[config.mk]
export PLATFORM = sky130hd
export DESIGN_NAME = paged_reg_bridge
export DESIGN_NICKNAME = d
export VERILOG_FILES = /design/src/rtl/prb_pkg.sv /design/src/rtl/prb_addr_map.sv /design/src/rtl/prb_merge.sv /design/src/rtl/prb_seq.sv /design/src/rtl/paged_reg_bridge.sv
export SDC_FILE = /design/constraint.sdc
export NUM_CORES = 1
export LEC_CHECK = 0
export BUFFER_PORTS_ARGS = -buffer_cell sky130_fd_sc_hd__buf_2
export CAP_MARGIN = 15
export CORE_ASPECT_RATIO = 1.5
export CORE_UTILIZATION = 43
export DETAILED_ROUTE_END_ITERATION = 6
export PLACE_DENSITY_LB_ADDON = 0.05
export RECOVER_POWER = 25
export SLEW_MARGIN = 15
export SYNTH_ARGS = -nofsm -noshare
export SYNTH_HDL_FRONTEND = slang
export SYNTH_HIERARCHICAL = 1
export SYNTH_SLANG_ARGS = --single-unit
[constraint.sdc]
create_clock -name clk -period 2.55 [get_ports clk]
set_input_delay 0.255 -clock clk [delete_from_list [all_inputs] [get_ports clk]]
set_output_delay 0.255 -clock clk [all_outputs]
set_load 0.03 [all_outputs]
[src/rtl/prb_pkg.sv]
package prb_pkg;
   typedef enum logic [1:0] {
      OP_READ   = 2'b00,
      OP_WRITE  = 2'b01,
      OP_MODIFY = 2'b10,
      OP_RSVD   = 2'b11
   } prb_op_e;

   localparam int PRB_PHY_W = 5;
   localparam int PRB_REG_W = 5;
   localparam logic [PRB_PHY_W-1:0] PRB_PAGE_PHY = 5'h18;
   localparam logic [PRB_REG_W-1:0] PRB_PAGE_REG = 5'h00;
endpackage

[src/rtl/prb_addr_map.sv]
module prb_addr_map #(
   parameter int ADDR_W = 32,
   parameter int PAGE_W = 16
) (
   input  logic [ADDR_W-1:0]              half_addr,
   output logic [PAGE_W-1:0]              page,
   output logic [prb_pkg::PRB_PHY_W-1:0]  phy,
   output logic [prb_pkg::PRB_REG_W-1:0]  regn
);
   localparam int PAGE_LSB = 9;
   localparam int SRC_W    = ADDR_W - PAGE_LSB;

   generate
      if (ADDR_W < 10) begin : g_bad_addr
         $error("prb_addr_map: ADDR_W must be at least 10");
      end
      if (SRC_W >= PAGE_W) begin : g_page_slice
         assign page = half_addr[PAGE_LSB +: PAGE_W];
      end else begin : g_page_pad
         always_comb begin
            page = '0;
            page[SRC_W-1:0] = half_addr[ADDR_W-1:PAGE_LSB];
         end
      end
   endgenerate

   // mapping: PHY window 0x10..0x17, register from bits 5:1
   assign phy  = {2'b10, half_addr[8:6]};
   assign regn = half_addr[5:1];
endmodule

[src/rtl/prb_merge.sv]
module prb_merge #(
   parameter int WORD_W = 32
) (
   input  prb_pkg::prb_op_e    op,
   input  logic [WORD_W-1:0]   wdata,
   input  logic [WORD_W-1:0]   mask,
   input  logic [WORD_W-1:0]   old_word,
   output logic [WORD_W-1:0]   wr_word
);
   always_comb begin
      if (op == prb_pkg::OP_MODIFY) wr_word = (old_word & ~mask) | wdata;
      else                          wr_word = wdata;
   end
endmodule

[src/rtl/prb_seq.sv]
module prb_seq #(
   parameter int ADDR_W = 32,
   parameter int HALF_W = 16,
   parameter int PAGE_W = 16
) (
   input  logic                  clk,
   input  logic                  rst_n,
   input  logic                  req_valid,
   input  logic [1:0]            req_op,
   input  logic [ADDR_W-1:0]     req_addr,
   input  logic [2*HALF_W-1:0]   req_wdata,
   input  logic [2*HALF_W-1:0]   req_mask,
   input  logic                  cmd_done,
   input  logic                  cmd_err,
   input  logic [HALF_W-1:0]     cmd_rdata,
   input  logic [PAGE_W-1:0]     cur_page,
   output logic                  busy,
   output prb_pkg::prb_op_e      op,
   output logic [ADDR_W-1:0]     base_addr,
   output logic [2*HALF_W-1:0]   wdata,
   output logic [2*HALF_W-1:0]   mask,
   output logic [2*HALF_W-1:0]   old_word,
   output logic                  page_phase,
   output logic                  half_hi,
   output logic                  access_write,
   output logic                  rsp_valid,
   output logic                  rsp_err,
   output logic [2*HALF_W-1:0]   rsp_rdata,
   output logic [PAGE_W-1:0]     last_page
);
   import prb_pkg::*;

   localparam int WORD_W = 2 * HALF_W;
   localparam int STEP_W = 3;
   localparam logic [STEP_W-1:0] LAST_SHORT = 3'd3;
   localparam logic [STEP_W-1:0] LAST_LONG  = 3'd7;

   logic                busy_q;
   prb_op_e             op_q;
   logic [ADDR_W-1:0]   addr_q;
   logic [WORD_W-1:0]   wdata_q, mask_q;
   logic [STEP_W-1:0]   step_q;
   logic [HALF_W-1:0]   rd_lo_q, rd_hi_q;
   logic                rsp_valid_q, rsp_err_q;
   logic [WORD_W-1:0]   rsp_rdata_q;
   logic [PAGE_W-1:0]   last_page_q;

   logic [1:0]          half_idx;
   logic [STEP_W-1:0]   last_step;
   logic                accept, fire;
   logic [WORD_W-1:0]   final_word;

   assign half_idx     = step_q[2:1];
   assign page_phase   = ~step_q[0];
   assign half_hi      = half_idx[0];
   assign access_write = (op_q == OP_WRITE) || (op_q == OP_MODIFY && half_idx[1]);
   assign last_step    = (op_q == OP_MODIFY) ? LAST_LONG : LAST_SHORT;
   assign accept       = req_valid && !busy_q;
   assign fire         = busy_q && cmd_done;

   always_comb begin
      unique case (op_q)
         OP_WRITE:  final_word = '0;
         OP_MODIFY: final_word = {rd_hi_q, rd_lo_q};
         default:   final_word = {cmd_rdata, rd_lo_q};
      endcase
   end

   always_ff @(posedge clk) begin
      if (!rst_n) begin
         busy_q      <= 1'b0;
         op_q        <= OP_READ;
         addr_q      <= '0;
         wdata_q     <= '0;
         mask_q      <= '0;
         step_q      <= '0;
         rd_lo_q     <= '0;
         rd_hi_q     <= '0;
         rsp_valid_q <= 1'b0;
         rsp_err_q   <= 1'b0;
         rsp_rdata_q <= '0;
         last_page_q <= '0;
      end else begin
         rsp_valid_q <= 1'b0;
         if (accept) begin
            busy_q  <= 1'b1;
            op_q    <= prb_op_e'(req_op);
            addr_q  <= {req_addr[ADDR_W-1:2], 2'b00};
            wdata_q <= req_wdata;
            mask_q  <= req_mask;
            step_q  <= '0;
         end else if (fire) begin
            if (cmd_err) begin
               busy_q      <= 1'b0;
               rsp_valid_q <= 1'b1;
               rsp_err_q   <= 1'b1;
               rsp_rdata_q <= '0;
            end else begin
               if (page_phase) last_page_q <= cur_page;
               if (!page_phase && !access_write) begin
                  if (half_hi) rd_hi_q <= cmd_rdata;
                  else         rd_lo_q <= cmd_rdata;
               end
               if (step_q == last_step) begin
                  busy_q      <= 1'b0;
                  rsp_valid_q <= 1'b1;
                  rsp_err_q   <= 1'b0;
                  rsp_rdata_q <= final_word;
               end else begin
                  step_q <= step_q + 1'b1;
               end
            end
         end
      end
   end

   assign busy      = busy_q;
   assign op        = op_q;
   assign base_addr = addr_q;
   assign wdata     = wdata_q;
   assign mask      = mask_q;
   assign old_word  = {rd_hi_q, rd_lo_q};
   assign rsp_valid = rsp_valid_q;
   assign rsp_err   = rsp_err_q;
   assign rsp_rdata = rsp_rdata_q;
   assign last_page = last_page_q;


   rsp_pulse_chk: assert property (@(posedge clk) disable iff (!rst_n)
      rsp_valid_q |=> !rsp_valid_q);


   busy_drop_chk: assert property (@(posedge clk) disable iff (!rst_n)
      $fell(busy_q) |-> rsp_valid_q);


   busy_hold_chk: assert property (@(posedge clk) disable iff (!rst_n)
      (busy_q && !cmd_done) |=> (busy_q && $stable(addr_q) && $stable(op_q)));
endmodule

[src/rtl/paged_reg_bridge.sv]
module paged_reg_bridge #(
   parameter int ADDR_W = 32,
   parameter int HALF_W = 16,
   parameter int PAGE_W = 16
) (
   input  logic                  clk,
   input  logic                  rst_n,
   input  logic                  req_valid,
   input  logic [1:0]            req_op,
   input  logic [ADDR_W-1:0]     req_addr,
   input  logic [2*HALF_W-1:0]   req_wdata,
   input  logic [2*HALF_W-1:0]   req_mask,
   output logic                  busy,
   output logic                  rsp_valid,
   output logic                  rsp_err,
   output logic [2*HALF_W-1:0]   rsp_rdata,
   output logic                  cmd_valid,
   output logic                  cmd_write,
   output logic [4:0]            cmd_phy,
   output logic [4:0]            cmd_reg,
   output logic [HALF_W-1:0]     cmd_wdata,
   input  logic                  cmd_done,
   input  logic                  cmd_err,
   input  logic [HALF_W-1:0]     cmd_rdata,
   output logic [PAGE_W-1:0]     last_page
);
   import prb_pkg::*;

   localparam int WORD_W = 2 * HALF_W;

   generate
      if (PAGE_W > HALF_W) begin : g_bad_page
         $error("paged_reg_bridge: PAGE_W must not exceed HALF_W");
      end
      if (HALF_W < 1) begin : g_bad_half
         $error("paged_reg_bridge: HALF_W must be positive");
      end
   endgenerate

   prb_op_e             op;
   logic [ADDR_W-1:0]   base_addr, half_addr;
   logic [WORD_W-1:0]   wdata, mask, old_word, wr_word;
   logic                page_phase, half_hi, access_write;
   logic [PAGE_W-1:0]   page;
   logic [PRB_PHY_W-1:0] map_phy;
   logic [PRB_REG_W-1:0] map_reg;
   logic [HALF_W-1:0]   page_ext;

   prb_seq #(.ADDR_W(ADDR_W), .HALF_W(HALF_W), .PAGE_W(PAGE_W)) u_seq (
      .clk(clk), .rst_n(rst_n),
      .req_valid(req_valid), .req_op(req_op), .req_addr(req_addr),
      .req_wdata(req_wdata), .req_mask(req_mask),
      .cmd_done(cmd_done), .cmd_err(cmd_err), .cmd_rdata(cmd_rdata),
      .cur_page(page),
      .busy(busy), .op(op), .base_addr(base_addr),
      .wdata(wdata), .mask(mask), .old_word(old_word),
      .page_phase(page_phase), .half_hi(half_hi), .access_write(access_write),
      .rsp_valid(rsp_valid), .rsp_err(rsp_err), .rsp_rdata(rsp_rdata),
      .last_page(last_page)
   );

   assign half_addr = {base_addr[ADDR_W-1:2], half_hi, 1'b0};

   prb_addr_map #(.ADDR_W(ADDR_W), .PAGE_W(PAGE_W)) u_map (
      .half_addr(half_addr), .page(page), .phy(map_phy), .regn(map_reg)
   );

   prb_merge #(.WORD_W(WORD_W)) u_merge (
      .op(op), .wdata(wdata), .mask(mask), .old_word(old_word), .wr_word(wr_word)
   );

   always_comb begin
      page_ext = '0;
      page_ext[PAGE_W-1:0] = page;
   end

   assign cmd_valid = busy;

   always_comb begin
      if (page_phase) begin
         cmd_write = 1'b1;
         cmd_phy   = PRB_PAGE_PHY;
         cmd_reg   = PRB_PAGE_REG;
         cmd_wdata = page_ext;
      end else begin
         cmd_write = access_write;
         cmd_phy   = map_phy;
         cmd_reg   = map_reg;
         cmd_wdata = half_hi ? wr_word[WORD_W-1:HALF_W] : wr_word[HALF_W-1:0];
      end
   end


   cmd_hold_chk: assert property (@(posedge clk) disable iff (!rst_n)
      (cmd_valid && !cmd_done) |=> (cmd_valid && $stable(cmd_phy) && $stable(cmd_reg)
                                    && $stable(cmd_write) && $stable(cmd_wdata)));


   phy_window_chk: assert property (@(posedge clk) disable iff (!rst_n)
      (cmd_valid && cmd_phy != PRB_PAGE_PHY) |-> (cmd_phy[4:3] == 2'b10));


   page_first_chk: assert property (@(posedge clk) disable iff (!rst_n)
      (cmd_valid && cmd_done && !cmd_err && cmd_phy != PRB_PAGE_PHY)
      |=> (!cmd_valid || cmd_phy == PRB_PAGE_PHY));


   err_abort_chk: assert property (@(posedge clk) disable iff (!rst_n)
      (cmd_valid && cmd_done && cmd_err) |=> (rsp_valid && rsp_err && !busy));
endmodule

* After elaboration in Yosys (flattened, before gate mapping) *
Index checks and enable logic that the tools add are counted.

storage, ports and cells
  bits in registers = 175
  output and inout port bits = 79
  logic and storage cells = 61

cells by class
  add/sub/neg operators = 1
  equal/unequal tests = 3
  mux-type cells = 17
  bitwise gates (word level) = 10
  reductions and logical operators = 18

operators with widths
  operator                                        count
  2-to-1 mux 32 bit                               3
  one-hot mux 32 bit (2 select lines)             1
  bitwise AND 32 bit                              1
  2-to-1 mux 16 bit                               2
  NOT 32 bit                                      1
  OR 32 bit                                       1
  AND reduction 5 bit                             2
  2-to-1 mux 1 bit                                8
  NOT 1 bit                                       7
  AND reduction 3 bit                             2
  2-to-1 mux 5 bit                                1
  logical AND 1 bit                               4
  2-to-1 mux 4 bit                                1
  AND reduction 4 bit                             1
  nonzero test 2 bit                              2
  adder 3 x 1 -> 3 bit (second input constant)    1
  == test 3 bit                                   1
  2-to-1 mux 3 bit                                1
  nonzero test 3 bit                              1
  OR reduction 3 bit                              1
  == test 2 x 1 -> 1 bit (second input constant)  1
  == test 2 bit (second input constant)           1
  zero test 1 bit                                 2
  AND reduction 2 bit                             1
  2 further kinds                                 2

* Depth between registers and ports, before layout *
Gate-level depths: netlist of run 1.

  depth after elaboration = 7
  depth in mapped cells = 8
  gate-level depth less buffers = 6

* Cells and area by module *
Netlist of run 1, hierarchy kept.

by module, submodules not included
  module            instances  cells an instance  area an instance (µm²)  sequential area each (µm²)
  prb_seq           1          744                6837.8                  3643.5
  prb_merge         1          69                 459.2                   0.0
  paged_reg_bridge  1          67                 431.7                   0.0
  prb_addr_map      1          28                 202.7                   0.0

* Worst setup path after synthesis of run 1 *
OpenSTA, ideal clock, no wires.

  kind = register -> register
  from = reg u_seq.op_q[0] (netlist: u_seq/op[0])
  to = reg u_seq.rsp_rdata_q[13] (netlist: u_seq/rsp_rdata[13])
  library setup time = 117 ps
  data arrival time = 1796 ps
  setup slack = 637 ps
  stages on the path, launching flop included = 8
  path buffers = 1
  period minus slack after synthesis = 1913 ps
  path through = dfxtp_1 > inv_1 > ha_1 > ha_1 > nand2b_1 > a22o_1 > clkbuf_1 > a22o_1

between the ends
  longest elaborated chain between the ends = 5

RTL lines
  what                                  line                          RTL
  start: declaration                    prb_seq.sv:39                 prb_op_e op_q;
  start signal: assignment              prb_seq.sv:87                 op_q <= prb_op_e'(req_op);
  == test 2 bit                         prb_seq.sv:57, prb_seq.sv:62
  2-to-1 mux 3 bit                      prb_seq.sv:57                 assign last_step = (op_q == OP_MODIFY) ? LAST_LONG : LAST_SHORT;
  == test 3 bit                         prb_seq.sv:104                if (step_q == last_step) begin
  nonzero test 2 bit (no source line)   --
  AND reduction 3 bit (no source line)  --
  end signal: assignment                prb_seq.sv:108                rsp_rdata_q <= final_word;
  end: declaration                      prb_seq.sv:45                 logic [WORD_W-1:0] rsp_rdata_q;

Parallel ways exist; a longest one is shown, timed or not. The select of a mux whose other input is x is not followed.
A chain may end at the register's enable or synchronous reset.

* Final worst setup path of run 1 *
  from = reg u_seq.op_q[0] (netlist: u_seq/op[0])
  to = out cmd_write

between the ends
  longest elaborated chain between the ends = 4

RTL lines
  what                    line                    RTL
  == test 2 bit           prb_seq.sv:56           assign access_write = (op_q == OP_WRITE) || (op_q == OP_MODIFY && half_idx[1]);
  logical AND 1 bit       prb_seq.sv:56
  logical OR 1 bit *      prb_seq.sv:56
  named net access_write  paged_reg_bridge.sv:43  logic page_phase, half_hi, access_write;
  2-to-1 mux 1 bit *      paged_reg_bridge.sv:80  if (page_phase) begin
  end: declaration        paged_reg_bridge.sv:18  output logic cmd_write,

The timed path passes the listed nets; every way through them passes the cells marked *.

==> metrics.md, run 1 <==
| Metric | Value |
|---|---|
| Result of the run | `finished with violations` |
| Violations in the final reports | `design-rule violations` |
| Core region area | `17420 µm²` |
| Count of mapped cells out of synthesis | `876` |
| Post-route clock period utilization | `0.9443` |
| Max Fanout on Critical Path | `4` |
| Count of clock tree sinks | `roughly 180` |
| GRT Total Usage | `0.2102` |
| CTS-repair resized insts | `0` |
| Crit path kind | `reg -> out` |
| Slew at the pin closest to its max-slew limit | `1.309 ns` |
| Post-CTS setup repair buffer count | `0` |
| Die H | `between 150 and 200 µm` |
| Deepest clock path buffer count | `2` |
| Number of global-route vias before repair | `roughly 5700` |
| Origin of the critical flop-to-flop path | `u_seq/busy$_SDFFE_PN0P_` |
| Clock latency on the worst-skew pair | `0.42 ns` |
| Placement row count | `59` |
| Vias post-DR | `6013` |
| WL/cell | `between 15 and 20 µm` |
| Type of element capturing the critical path | `primary output` |
| Total of buffers placed on input and output ports | `between 150 and 200` |
| Endpoint of the worst hold-timing path | `u_seq/base_addr[17]$_SDFFE_PN0P_` |
| Half-perimeter wire length after detailed placement | `13.16 mm` |
| Clock tree from TritonCTS | `done` |
| Remaining global-route overflow | `0` |
| Worst reg2reg endpoint | `u_seq/last_page[5]$_SDFFE_PN0P_` |
| Endpoints failing setup | `0` |
| Kind of path behind the tightest hold check | `in -> reg` |
| Number of max-cap violations | `0` |
| Worst VDD drop | `0.0003402 V` |
| Mapped cell area | `7664 µm²` |
| Initial Util | `0.4399` |
| Post-Route Setup TNS | `0 ns` |
| Placed instance count | `1196` |
| Worst hold stages | `3` |
| Final instance count without filler cells | `1230` |
| Hold path startpoint | `req_addr[17]` |
| Wirelength, routed | `19.06 mm` |
| Reg-to-reg setup timing slack | `0.40 ns` |
| Starting DRC count in detailed routing | `259` |
| Wire length of the first global-routing pass | `30.19 mm` |
| Final worst path period need | `between 2 and 2.5 ns` |
| Maximum clock skew at final layout | `0.007894 ns` |
| Kind of launch point of the worst setup path | `flop` |
| Setup repair after global routing missed its margin | `false` |
| Die X-Extent | `about 110 µm` |
| Count of pins on the block boundary | `roughly 200` |
| Hold-fix buffers, CTS | `0` |
| Arrival time of data at the critical path endpoint | `2.15 ns` |
| Layout fillers | `approximately 1800` |
| Hold slack | `0.06707 ns` |
| H-tree level count | `4` |
| Largest net degree at the start of global routing | `between 90 and 100` |
| DRC violations left | `24` |
| Leakage Power | `3.781 nW` |
| Hold Violations, Final | `0` |
| PD cells | `678.1 nW/µm²` |
| Ratio of routed vias to standard cells | `4.889` |
| Total Nets Final | `1125` |
| Average size of a mapped cell | `8.748 µm²` |
| Peak Freq | `0.4153 GHz` |
| Layout-stage area growth over the synthesis result | `17.14%` |
| Number of antenna violations at the first check in global routing | `2` |
| Path depth of the worst reg2reg path | `3` |
| Cts bufs inserted | `17` |
| Post-Syn Nets | `999` |
| Max-slew violation count | `0` |
| Root buffer cell | `sky130_fd_sc_hd__clkbuf_16` |
| Count of yosys warnings during synthesis | `6` |
| Total power consumption of the routed design | `6.087 mW` |
| Number of detailed-routing iterations run before antenna repair | `7` |
| Critical path data required time | `2.30 ns` |
| Die area | `18370 µm²` |
| Clock edge transition at the registers on the reported setup and hold paths | `0.07 ns` |
| Routability congestion estimate | `0.7729` |
| Slew HR | `0.1270` |
| Layout cell share with drive strength beyond 1 | `0.1901` |
| Number of nets with antenna violations after detailed routing | `0` |
[worst max-delay path: stages, from the launching register on]
cell,delay (ns)
sky130_fd_sc_hd__dfxtp_1,0.42
sky130_fd_sc_hd__inv_1,0.07
sky130_fd_sc_hd__ha_1,0.24
sky130_fd_sc_hd__ha_1,0.19
sky130_fd_sc_hd__nor2_1,0.26
sky130_fd_sc_hd__inv_1,0.08
sky130_fd_sc_hd__or2_2,0.29
sky130_fd_sc_hd__buf_2,0.18
[flip-flops by register name, summed over array words and instances (netlist names)]
signal / count
u_seq/rd_lo_q: 16
u_seq/op: 2
u_seq/mask: 32
u_seq/base_addr: 23
u_seq/wdata: 32
u_seq/step_q: 3
u_seq/rsp_rdata: 32
u_seq/rd_hi_q: 16
u_seq/rsp_err: 1
u_seq/last_page: 16
u_seq/rsp_valid: 1
u_seq/busy: 1
[per-stage QoR]
step | worst slack (ns) | util | instance area, µm²
after floorplan | 0.6371 | - | 7664
after global placement | 0.5106 | 0.4860 | 8467
after detailed placement | 0.4622 | 0.4860 | 8467
after CTS | 0.1124 | 0.5191 | 9044
after global routing | 0.02317 | 0.5153 | 8977
final | 0.1419 | 0.5153 | 8977
[where the power goes]
group | leakage [nW] | internal [mW] | switching, mW
clock | 0.273 | 1.38 | 1.17
combinational | 2.09 | 0.253 | 0.396
sequential | 1.42 | 2.83 | 0.0559
[worst max path at each step]
stage,slack (ns),cells after the start,from,endpoint
6_report,0.14,7,u_seq/op[0]$_SDFFE_PN0P_,cmd_write
5_1_grt,0.02,7,u_seq/op[0]$_SDFFE_PN0P_,cmd_write
4_1_cts,0.11,7,u_seq/op[0]$_SDFFE_PN0P_,cmd_write
3_5_place_dp,0.46,6,u_seq/op[0]$_SDFFE_PN0P_,u_seq/rsp_rdata[0]$_SDFFE_PN0P_
3_3_place_gp,0.51,6,u_seq/op[0]$_SDFFE_PN0P_,u_seq/rsp_rdata[6]$_SDFFE_PN0P_
2_1_floorplan,0.64,7,u_seq/op[0]$_SDFFE_PN0P_,u_seq/rsp_rdata[13]$_SDFFE_PN0P_
[cell usage in the layout, fill, tap and decap left out, types with 2 or more instances in the layout]
master	n
sky130_fd_sc_hd__inv_1	36
sky130_fd_sc_hd__a31o_1	30
sky130_fd_sc_hd__ha_1	4
sky130_fd_sc_hd__a31o_2	2
sky130_fd_sc_hd__clkbuf_1	51
sky130_fd_sc_hd__clkbuf_16	17
sky130_fd_sc_hd__buf_12	4
sky130_fd_sc_hd__buf_4	10
sky130_fd_sc_hd__inv_8	3
sky130_fd_sc_hd__conb_1	2
sky130_fd_sc_hd__a21boi_0	50
sky130_fd_sc_hd__nor2b_4	2
sky130_fd_sc_hd__mux2i_1	67
sky130_fd_sc_hd__o21ai_0	23
sky130_fd_sc_hd__a21boi_1	40
sky130_fd_sc_hd__nand2_1	259
sky130_fd_sc_hd__dfxtp_1	175
sky130_fd_sc_hd__inv_6	5
sky130_fd_sc_hd__nand3_1	23
sky130_fd_sc_hd__nor2b_1	10
sky130_fd_sc_hd__o2bb2ai_1	16
sky130_fd_sc_hd__o21ai_1	10
sky130_fd_sc_hd__diode_2	2
sky130_fd_sc_hd__buf_2	136
sky130_fd_sc_hd__clkinvlp_4	4
sky130_fd_sc_hd__a22o_1	17
sky130_fd_sc_hd__or2_2	3
[per-layer routing]
metal / up-vias / routed length (µm) / global-route usage
met5: - / 0 / 0
met1: 2723 / 9120 / 0.2793
li1: 3143 / - / -
met4: 0 / 244 / 0.06974
met3: 12 / 1014 / 0.04635
met2: 135 / 8684 / 0.3382
[cell type report]
class | instances | area, µm² | area share
repair buffers | 201 | 1027 | 0.1144
clock inverters | 15 | 151.4 | 0.01686
flip-flops and latches | 175 | 3503 | 0.3902
well taps | 213 | 266.5 | 0.02969
multi-input cells | 571 | 3463 | 0.3858
inverters | 36 | 135.1 | 0.01505
diodes | 2 | 5.005 | 0.0005575
clock buffers | 17 | 425.4 | 0.04739
(Power assumes the default switching activity.)
==> run 2: changes to the inputs <==
Clock period 2.55 ns to 2.7 ns, I/O delays scaled along.
==> run 2 against run 1 <==
  * The run still ends with design-rule violations left
  * Sequential power is 6% lower
  * First-iteration DRC count is 36% higher
  * Critical path depth stayed put
  * Clock power is 6% lower
  * Combinational power is 6.0% lower
==> metrics.md, run 2 (synthesized netlist as in run 1, its figures left out) <==
| Metric | Value |
|---|---|
| Result of the run | `finished with violations (unchanged)` |
| Violations in the final reports | `design-rule violations (unchanged)` |
| Combinational fraction of design power | `0.107 (about the same)` |
| Critical-path cell list | `inv_1 -> ha_1 -> ha_1 -> nor2_1 -> inv_1 -> or2_2 -> buf_2 (unchanged)` |
| Hold-fix buffers, CTS | `0 (unchanged)` |
| Layout-stage area growth over the synthesis result | `16.83% (was 17.14%)` |
| Placed instance count | `1196 (unchanged)` |
| Highest-count cells in the layout ignoring fill and taps | `sky130_fd_sc_hd__nand2_1, sky130_fd_sc_hd__dfxtp_1, sky130_fd_sc_hd__buf_2 (unchanged)` |
| Cts bufs inserted | `17 (unchanged)` |
| Number of nets with antenna violations after detailed routing | `0 (unchanged)` |
| Number of global-route vias before repair | `5797 (was 5708)` |
| Number of detailed-routing iterations run before antenna repair | `6 (was 7)` |
| Worst VDD drop | `0.0003017 V (was 0.0003402 V)` |
| Ratio of routed vias to standard cells | `4.941 (was 4.889)` |
| Half-perimeter wire length after detailed placement | `13.28 mm (was 13.16 mm)` |
| Total Nets Final | `1125 (unchanged)` |
| Starting DRC count in detailed routing | `353 (was 259)` |
| Endpoints failing setup | `0 (unchanged)` |
| Maximum clock skew at final layout | `0.007310 ns (was 0.007894 ns)` |
| Sw Ratio | `0.2627 (was 0.2670)` |
| Deepest clock path buffer count | `2 (unchanged)` |
| CTS-repair resized insts | `0 (unchanged)` |
| Master of the slowest instance on the critical path | `sky130_fd_sc_hd__dfxtp_1 (unchanged)` |
| Type of element capturing the critical path | `primary output (unchanged)` |
| Part of the power in registers | `0.476 (was 0.474)` |
| Arrival time of data at the critical path endpoint | `2.21 ns (was 2.15 ns)` |
| Wire length of the first global-routing pass | `30.73 mm (was 30.19 mm)` |
| Number of inserted diodes | `0 (was 2)` |
| Part of the total power dissipated in the clock network | `0.417 (was 0.420)` |
| PD cells | `639.1 nW/µm² (was 678.1 nW/µm²)` |
| Initial Util | `0.4399 (unchanged)` |
| Count of pins on the block boundary | `198 (unchanged)` |
| Post-Place Setup Slack | `0.5848 ns (was 0.4622 ns)` |
| Final worst setup slack | `0.2235 ns (was 0.1419 ns)` |
| Layout cell share with drive strength beyond 1 | `0.1893 (was 0.1901)` |
| Die H | `165.5 µm (unchanged)` |
| Post-Route Setup TNS | `0 ns (unchanged)` |
| DRC violations left | `24 (unchanged)` |
| Wirelength, routed | `19.08 mm (was 19.06 mm)` |
| Clock tree from TritonCTS | `done (unchanged)` |
| Kind of path behind the tightest hold check | `in -> reg (unchanged)` |
| Number of antenna violations at the first check in global routing | `1 (was 2)` |
| Kind of launch point of the worst setup path | `flop (unchanged)` |
| WL/cell | `15.55 µm (was 15.50 µm)` |
| Crit path kind | `reg -> out (unchanged)` |
| Slew HR | `0.1269 (was 0.1270)` |
| Die X-Extent | `111 µm (unchanged)` |
| Setup repair after global routing missed its margin | `false (unchanged)` |
| Peak Freq | `0.4038 GHz` |
| Root buffer cell | `sky130_fd_sc_hd__clkbuf_16 (unchanged)` |
| Clock latency on the worst-skew pair | `0.43 ns (was 0.42 ns)` |
| Final worst path period need | `2.477 ns` |
| Buffering stage count on the worst path with inverters included | `3 (unchanged)` |
| Leakage Power | `3.786 nW (was 3.781 nW)` |
| Die area | `18370 µm² (unchanged)` |
| Count of clock tree sinks | `175 (unchanged)` |
| Core region area | `17420 µm² (unchanged)` |
| Switching component of the power | `1.503 mW (was 1.625 mW)` |
| Slew at the pin closest to its max-slew limit | `1.310 ns (was 1.309 ns)` |
| Max-slew violation count | `0 (unchanged)` |
| Critical path's top delay family | `simple AND/OR/NAND/NOR gates (unchanged)` |
| Post-CTS setup repair buffer count | `0 (unchanged)` |
| Hold Violations, Final | `0 (unchanged)` |
| GRT Total Usage | `0.2143 (was 0.2102)` |
| Biggest cell delay along the critical path | `0.42 ns (about the same)` |
| Largest net degree at the start of global routing | `85 (was 95)` |
| Post-route clock period utilization | `0.9172` |
| Vias post-DR | `6063 (was 6013)` |
| Total internal power | `4.219 mW (was 4.462 mW)` |
| Remaining global-route overflow | `0 (unchanged)` |
| Placement row count | `59 (unchanged)` |
| Routability congestion estimate | `0.7512 (was 0.7729)` |
| Critical path data required time | `2.43 ns (was 2.30 ns)` |
| H-tree level count | `4 (unchanged)` |
| Final instance count without filler cells | `1227 (was 1230)` |
| Leading cell type in the layout, fill and taps excluded | `sky130_fd_sc_hd__nand2_1 (unchanged)` |
| Number of max-cap violations | `0 (unchanged)` |
| Total of buffers placed on input and output ports | `187 (unchanged)` |
| Max Fanout on Critical Path | `4 (unchanged)` |
| Layout fillers | `1778 (was 1815)` |
| Clock edge transition at the registers on the reported setup and hold paths | `0.07 ns (about the same)` |
| Hold slack | `0.07010 ns (was 0.06707 ns)` |
run 2: cell types whose count changed in the layout (fill, tap and decap cells not counted), moves of 2 or more:
cell and change:
sky130_fd_sc_hd__o21ai_1 +2, sky130_fd_sc_hd__o21ai_0 -2, sky130_fd_sc_hd__diode_2 -2, sky130_fd_sc_hd__clkinvlp_4 -3
sky130_fd_sc_hd__clkinv_4 +2, sky130_fd_sc_hd__inv_8 -2
run 2: power groups by stage:
stage / clock [mW] / combinational [mW] / sequential [mW]
floorplan: 0 / 0.438 / 2.78
global placement: 0 / 0.617 / 2.78
global route: 2.56 / 0.686 / 2.74
finish: 2.39 / 0.610 / 2.72
detailed placement: 0 / 0.617 / 2.78
CTS: 2.46 / 0.620 / 2.72
run 2: layout make-up:
class                      count  area, µm²  area share
clock buffer                  18      439.2     0.04905
clock inverter                13      128.9     0.01439
sequential                   175       3503      0.3913
multi-input combinational    571       3468      0.3874
inverter                      36      135.1     0.01509
timing repair buffer         201       1012      0.1131
tap                          213      266.5     0.02977
run 2: path summary, 6_finish.rpt:
| check | to | depth (start not counted) | slack (ns) | from |
|---|---|---|---|---|
| setup / recovery | cmd_write | 7 | 0.22 | u_seq/op[0]$_SDFFE_PN0P_ |
| setup reg to reg | u_seq/last_page[6]$_SDFFE_PN0P_ | 3 | 0.52 | u_seq/busy$_SDFFE_PN0P_ |
| hold reg to reg | u_seq/mask[21]$_SDFFE_PN0P_ | 2 | 0.45 | u_seq/mask[21]$_SDFFE_PN0P_ |
| hold / removal | u_seq/mask[22]$_SDFFE_PN0P_ | 3 | 0.07 | req_mask[22] |
run 2: metrics by stage:
step	util	power [mW]	instance area (µm²)
2_1_floorplan	-	3.217	7664
3_3_place_gp	0.4853	3.398	8454
3_5_place_dp	0.4853	3.401	8454
4_1_cts	0.5179	5.801	9022
5_1_grt	0.5139	5.979	8954
6_report	0.5139	5.722	8954
run 2: worst reg2reg max path, delay by kind of cell (launching register included):
kind / cells / cell delay [ns]
buf+inv: 1 / 0.96
simple gates: 1 / 0.26
compound gates: 1 / 0.26
flops: 1 / 0.54
run 2: metal layers:
| metal | GRT usage | vias to the layer above | part of all wire |
|---|---|---|---|
| met1 | 0.2859 | 2752 | 0.48 |
| met4 | 0.06663 | 0 | 0.013 |
| met2 | 0.3393 | 152 | 0.45 |
| met3 | 0.05511 | 23 | 0.055 |
| met5 | 0 | - | 0 |
| li1 | - | 3136 | - |
